**config.mk**
```make
export PLATFORM = sky130hd
export DESIGN_NAME = cfg_serial_master
export DESIGN_NICKNAME = d
export VERILOG_FILES = /design/src/rtl/cfgm_pkg.sv /design/src/rtl/cfgm_clkgen.sv /design/src/rtl/cfgm_shifter.sv /design/src/rtl/cfg_serial_master.sv
export SDC_FILE = /design/constraint.sdc
export NUM_CORES = 1
export LEC_CHECK = 0
export BUFFER_PORTS_ARGS = -buffer_cell sky130_fd_sc_hd__clkbuf_2
export CORE_MARGIN = 2
export CORE_UTILIZATION = 53
export CTS_CLUSTER_DIAMETER = 40
export DETAILED_ROUTE_END_ITERATION = 12
export PLACE_DENSITY_LB_ADDON = 0.15
export SLEW_MARGIN = 20
export SYNTH_ARGS = -nofsm -noshare
export SYNTH_HDL_FRONTEND = slang
export SYNTH_SLANG_ARGS = --single-unit
```
**constraint.sdc**
```tcl
create_clock -name clk -period 2.2 [get_ports clk]
set_clock_uncertainty 0.15 [all_clocks]
set_input_delay 0.11 -clock clk [delete_from_list [all_inputs] [get_ports clk]]
set_output_delay 0.11 -clock clk [all_outputs]
set_load 0.01 [all_outputs]
```
**src/rtl/cfgm_pkg.sv**
```systemverilog
`timescale 1ns/1ps
package cfgm_pkg;
    typedef enum logic [1:0] {
        ST_IDLE = 2'd0,
        ST_ADDR = 2'd1,
        ST_DATA = 2'd2,
        ST_DONE = 2'd3
    } cfgm_state_e;
endpackage

```
**src/rtl/cfgm_clkgen.sv**
```systemverilog
`timescale 1ns/1ps
module cfgm_clkgen #(
    parameter int DIV = 8
) (
    input  logic clk,
    input  logic rst_n,
    input  logic run,
    output logic sclk,
    output logic rise_stb,
    output logic fall_stb
);
    localparam int HALF = DIV / 2;
    localparam int PW   = $clog2(DIV);

    logic [PW-1:0] ph;

    always_ff @(posedge clk) begin
        if (!rst_n || !run) begin
            ph   <= '0;
            sclk <= 1'b0;
        end else begin
            ph <= (ph == PW'(DIV-1)) ? '0 : ph + 1'b1;
            if (ph == PW'(HALF-1))
                sclk <= 1'b1;
            else if (ph == PW'(DIV-1))
                sclk <= 1'b0;
        end
    end

    assign rise_stb = run && (ph == PW'(HALF-1));
    assign fall_stb = run && (ph == PW'(DIV-1));

    // the protocol clock is never high in the first half of a bit period
    a_r2_low_first_half: assert property (@(posedge clk) disable iff (!rst_n)
        (run && ph < PW'(HALF) && ph != '0) |-> !sclk);
endmodule

```
**src/rtl/cfgm_shifter.sv**
```systemverilog
`timescale 1ns/1ps
module cfgm_shifter #(
    parameter int TX_W = 25,
    parameter int RX_W = 16
) (
    input  logic            clk,
    input  logic            rst_n,
    input  logic            load,
    input  logic            clr,
    input  logic            shift,
    input  logic            capture,
    input  logic [TX_W-1:0] tx_word,
    input  logic            rx_bit,
    output logic            sdo,
    output logic [RX_W-1:0] rx_word
);
    logic [TX_W-1:0] tx_sr;

    always_ff @(posedge clk) begin
        if (!rst_n || clr)
            tx_sr <= '0;
        else if (load)
            tx_sr <= tx_word;
        else if (shift)
            tx_sr <= {tx_sr[TX_W-2:0], 1'b0};
    end

    always_ff @(posedge clk) begin
        if (!rst_n || load)
            rx_word <= '0;
        else if (capture)
            rx_word <= {rx_word[RX_W-2:0], rx_bit};
    end

    assign sdo = tx_sr[TX_W-1];
endmodule

```
**src/rtl/cfg_serial_master.sv**
```systemverilog
`timescale 1ns/1ps
module cfg_serial_master
    import cfgm_pkg::*;
#(
    parameter int N_CHIPS = 16,
    parameter int CMD_W   = 5,
    parameter int ADDR_W  = 4,
    parameter int DATA_W  = 16,
    parameter int DIV     = 8,
    parameter int SEL_W   = $clog2(N_CHIPS)
) (
    input  logic               clk,
    input  logic               rst_n,
    input  logic               start,
    input  logic [CMD_W-1:0]   cmd_word,
    input  logic [ADDR_W-1:0]  addr_word,
    input  logic [DATA_W-1:0]  wr_data,
    input  logic [SEL_W-1:0]   chip_sel,
    input  logic               run_active,
    output logic               busy,
    output logic               err,
    output logic               done,
    output logic [DATA_W-1:0]  rd_data,
    output logic               sclk_o,
    output logic               sdo_o,
    output logic               load_o,
    input  logic [N_CHIPS-1:0] sdi_i
);
    localparam int CA_W = CMD_W + ADDR_W;
    localparam int TOT  = CA_W + DATA_W;
    localparam int CW   = $clog2(TOT + 1);

    cfgm_state_e      state, state_nx;
    logic [CW-1:0]    bit_cnt;
    logic [SEL_W-1:0] sel_q;
    logic             accept, refuse, shifting, abort, run;
    logic             rise_stb, fall_stb;
    logic [DATA_W-1:0] rx_word;

    assign shifting = (state == ST_ADDR) || (state == ST_DATA);
    assign accept   = (state == ST_IDLE) && start && !run_active;
    assign refuse   = (state == ST_IDLE) && start && run_active;
    assign abort    = shifting && run_active;
    assign run      = shifting && !run_active;

    // state register
    always_ff @(posedge clk) begin
        if (!rst_n) state <= ST_IDLE;
        else        state <= state_nx;
    end

    // next state
    always_comb begin
        state_nx = state;
        unique case (state)
            ST_IDLE: if (accept) state_nx = ST_ADDR;
            ST_ADDR: begin
                if (run_active)
                    state_nx = ST_IDLE;
                else if (fall_stb && bit_cnt == CW'(CA_W-1))
                    state_nx = ST_DATA;
            end
            ST_DATA: begin
                if (run_active)
                    state_nx = ST_IDLE;
                else if (fall_stb && bit_cnt == CW'(TOT-1))
                    state_nx = ST_DONE;
            end
            ST_DONE: state_nx = ST_IDLE;
        endcase
    end

    // registered outputs and transfer bookkeeping
    always_ff @(posedge clk) begin
        if (!rst_n) begin
            bit_cnt <= '0;
            sel_q   <= '0;
            err     <= 1'b0;
            done    <= 1'b0;
            rd_data <= '0;
        end else begin
            done <= (state == ST_DONE);
            if (state == ST_DONE)
                rd_data <= rx_word;
            if (accept) begin
                bit_cnt <= '0;
                sel_q   <= chip_sel;
                err     <= 1'b0;
            end else if (fall_stb) begin
                bit_cnt <= bit_cnt + 1'b1;
            end
            if (refuse || abort)
                err <= 1'b1;
        end
    end

    assign busy   = (state != ST_IDLE);
    assign load_o = (state == ST_DATA);

    cfgm_clkgen #(.DIV(DIV)) clkgen_i (
        .clk      (clk),
        .rst_n    (rst_n),
        .run      (run),
        .sclk     (sclk_o),
        .rise_stb (rise_stb),
        .fall_stb (fall_stb)
    );

    cfgm_shifter #(.TX_W(TOT), .RX_W(DATA_W)) shifter_i (
        .clk     (clk),
        .rst_n   (rst_n),
        .load    (accept),
        .clr     (abort),
        .shift   (fall_stb),
        .capture (rise_stb && state == ST_DATA),
        .tx_word ({cmd_word, addr_word, wr_data}),
        .rx_bit  (sdi_i[sel_q]),
        .sdo     (sdo_o),
        .rx_word (rx_word)
    );

    // protocol clock idle outside a transfer
    a_r2_idle_low: assert property (@(posedge clk) disable iff (!rst_n)
        (state == ST_IDLE) |-> !sclk_o);
    // lines hold while the protocol clock is high
    a_r4_stable_high: assert property (@(posedge clk) disable iff (!rst_n)
        sclk_o |-> ($stable(sdo_o) && $stable(load_o)));
    // lines quiet after data taking is seen
    a_r10_quiet: assert property (@(posedge clk) disable iff (!rst_n)
        $past(run_active) |-> (!sclk_o && !sdo_o && !load_o));
    // refused request leaves the master idle with err set
    a_r7_refuse: assert property (@(posedge clk) disable iff (!rst_n)
        refuse |=> (!busy && err));
    // abort drops the transfer without a done pulse
    a_r8_abort: assert property (@(posedge clk) disable iff (!rst_n)
        abort |=> (!busy && err && !done));
    // done is a single-cycle pulse
    a_r5_done_pulse: assert property (@(posedge clk) disable iff (!rst_n)
        done |=> !done);
    // a start in the middle of a transfer does not end it
    a_r6_start_ignored: assert property (@(posedge clk) disable iff (!rst_n)
        (shifting && start && !run_active) |=> busy);
endmodule

```
==> results_dict.tcl <==
set metrics [dict create \
    status "completed" \
    grt_max_degree 26 \
    multiInputGateArea_um2 1450 \
    cts_max_path_buffers 2 \
    crit_path_cell_trace "inv_1 > ha_2 > nand3b_4 > o31a_1 > a2111oi_2 > nor3_1" \
    crit_required_ns 2.25 \
    p_per_area_nw_per_um2 709 \
    ys_warn_count 0 \
    placed_area_um2 3500 \
    cts_setup_buffers 0 \
    cts_made_buffers 9 \
    ant_nets 0 \
    cts_tree "built" \
    routedWlPerCell_um 13.9 \
    rsz0062_at_grt "false" \
    grtUsageTotal 0.226 \
    via_per_inst 5.42 \
    cpMaxStageDelayCell "dfxtp_1" \
    dp_hpwl_um 4240 \
    drv_cap 0 \
    rr_endpoint "state[0]" \
    synth.top_cells.by_area "dfxtp_1 48%, a222oi_1 7.5%, mux2i_1 7.5%" \
    cp-endpoint "state[0]" \
    synth_area_per_cell_um2 9.44 \
    crit_type "reg2reg" \
    synth_edf_count 0 \
    slew-limit-headroom 0.495 \
    syn_to_final_growth_pct 30.6 \
    start_util 0.554 \
    vias 2730 \
    critPathArrivalTime_ns 2.15 \
    routed_wl_um 7010 \
    hold_class "in2reg" \
    diodes 0 \
    clkLatencyLatePin_ns 0.34 \
    final_area_um2 4030 \
    async_flop_share 0 \
    ys_ff_latch 74 \
    setup_viol 0 \
    tns_ns 0 \
    end_kind "flip-flop" \
    fp.dieW_um 80.3 \
    final-hold-violation-count 0 \
    crit_fanout 5 \
    period_needed_ns 2.09 \
    final_nets 486 \
    rr_worst_depth 6 \
    ys_types 42 \
    grt_overflow 0 \
    synth_top_cell_by_area "dfxtp_1" \
    drt_iter0_drc 243 \
    h-tree-depth 3 \
    portBuffers 70 \
    fillCellCount 440 \
    final_max_slew_viol_count 0 \
    ys.flop_type "dfxtp_1" \
    core_area_um2 5570 \
    worstSetupStartpointType "flip-flop" \
    ys_seq_area_frac 0.480 \
    startpoint "state[0]" \
    min_period_over_period 0.952 \
    min-delay-start "sdi_i[10]" \
    syn_inst 327 \
    ff_latch_area_um2 1480 \
    whs_ns 0.0362 \
    cts_root_buf "clkbuf_8" \
    r2r_setup_slack_ns 0.11 \
    io_pins 71 \
    cts.clk_slew.worst_paths_ns 0.08 \
    placementRows 27 \
    die-area_um2 6450 \
    yosys.area.top_type_share 0.480 \
    antenna_found_initial 0 \
    drive_above_1_share 0.250 \
    grt_pass1_wl_um 11300 \
    reg2reg_from "state[0]" \
    worst_pin_slew_ns 0.756 \
    drt_pre_antenna_iters 5 \
    leakagePower_nw 1.64 \
    clock-sinks 74 \
    fmax_mhz 477 \
    drcViolationCount 0 \
    grt_pass1_vias 2538 \
    gp_congestion 0.808 \
    die_h_um 80.3 \
    p_total_mw 2.86 \
    max_stage_delay_ns 0.39 \
    vdd_ir_drop_max_mv 0.557 \
    synth_area_um2 3090 \
    synth_nets 386 \
]
-- layer usage --
metal	wire length [µm]	vias to the layer above	global-route usage
met5	0	-	0
met4	85	0	0.0712
met3	434	8	0.0697
met2	3370	94	0.382
met1	3120	1261	0.273
li1	-	1367	-
-- per-stage QoR --
stage | worst slack (ns) | cells | utilization
finish | 0.105 | 504 | 0.723
CTS | 0.117 | 503 | 0.721
global placement | 0.0462 | 457 | 0.628
detailed placement | -0.0585 | 457 | 0.628
global route | 0.00342 | 504 | 0.723
floorplan | 0.289 | 327 | -
-- report_power, final --
group	total (mW)	switching, mW	internal, mW
clock	1.09	0.522	0.566
combinational	0.363	0.175	0.188
sequential	1.41	0.0313	1.38
-- what timing repair did --
item | 4_1_cts | 5_1_grt
gates cloned | 0 | 1
endpoints found under the hold margin | 30 | 0
gates resized for setup | 1 | 1
hold buffers | 30 | 0
setup endpoints to repair | 23 | 3
-- state kept, by name, summed over array words and instances (netlist names) --
name and flops:
shifter_i.tx_sr 25, clkgen_i.sclk 1, clkgen_i.ph 3, done 1, rd_data 16, bit_cnt 5, state 2, err 1
sel_q 4, shifter_i.rx_word 16
-- worst min path at each step --
stage | to | slack, ns | cells past startpoint
6_report | shifter_i.rx_word[0] | 0.04 | 5
5_1_grt | shifter_i.rx_word[0] | 0.08 | 5
4_1_cts | shifter_i.rx_word[0] | 0.03 | 5
3_5_place_dp | sel_q[1] | 0.19 | 3
3_3_place_gp | sel_q[3] | 0.19 | 3
2_1_floorplan | done | 0.09 | 1
-- cell usage in the layout, fill, tap and decap left out, types with 3 or more instances in the layout --
master | netlist | final
buf_4 | 1 | 9
a311oi_1 | 3 | 3
mux2i_1 | 23 | 23
nand3_1 | 3 | 3
dlygate4sd3_1 | 0 | 30
dfxtp_1 | 74 | 74
nor2_1 | 50 | 50
nor3_1 | 3 | 3
inv_1 | 9 | 9
nand3b_1 | 3 | 3
xor2_1 | 3 | 3
a21oi_1 | 24 | 24
ha_1 | 10 | 9
a222oi_1 | 23 | 23
nand2_1 | 48 | 48
clkbuf_8 | 0 | 10
nand4_1 | 3 | 3
clkbuf_2 | 0 | 70
-- critical path: cells and delay by family (launching register included) --
family                   cells  cell delay (ns)
AO/OA/AOI/OAI                2             0.70
adder cells (fa/ha/maj)      1             0.39
AND/OR/NAND/NOR              2             0.21
flip-flops                   1             0.39
buffers and inverters        1             0.11
-- layout make-up --
class                      count  area share
timing repair buffer         111       0.188
inverter                      10     0.00931
multi-input combinational    221       0.361
tap                           72      0.0223
clock buffer                  10      0.0341
clock inverter                 6      0.0180
sequential                    74       0.367
-- cell usage after synthesis (2+ instances only) --
cell,count
nor2_1,50
xor2_1,3
a222oi_1,23
mux2i_1,23
buf_6,4
clkbuf_1,7
buf_2,11
nand4_1,3
a2bb2oi_1,2
nand2_1,48
a311oi_1,3
nand3_1,3
dfxtp_1,74
nor3_1,3
ha_1,10
a21oi_1,24
nand3b_1,3
inv_1,9
-- kinds of logic after synthesis --
| group | count (synthesis) | share of synthesized area |
|---|---|---|
| simple gates | 121 | 0.178 |
| fa+ha+maj | 10 | 0.0405 |
| compound gates | 61 | 0.153 |
| buf+inv | 33 | 0.0555 |
| flops | 74 | 0.480 |
| xor+xnor | 4 | 0.0113 |
| mux | 24 | 0.0818 |
Power figures use the tool's default switching activity.
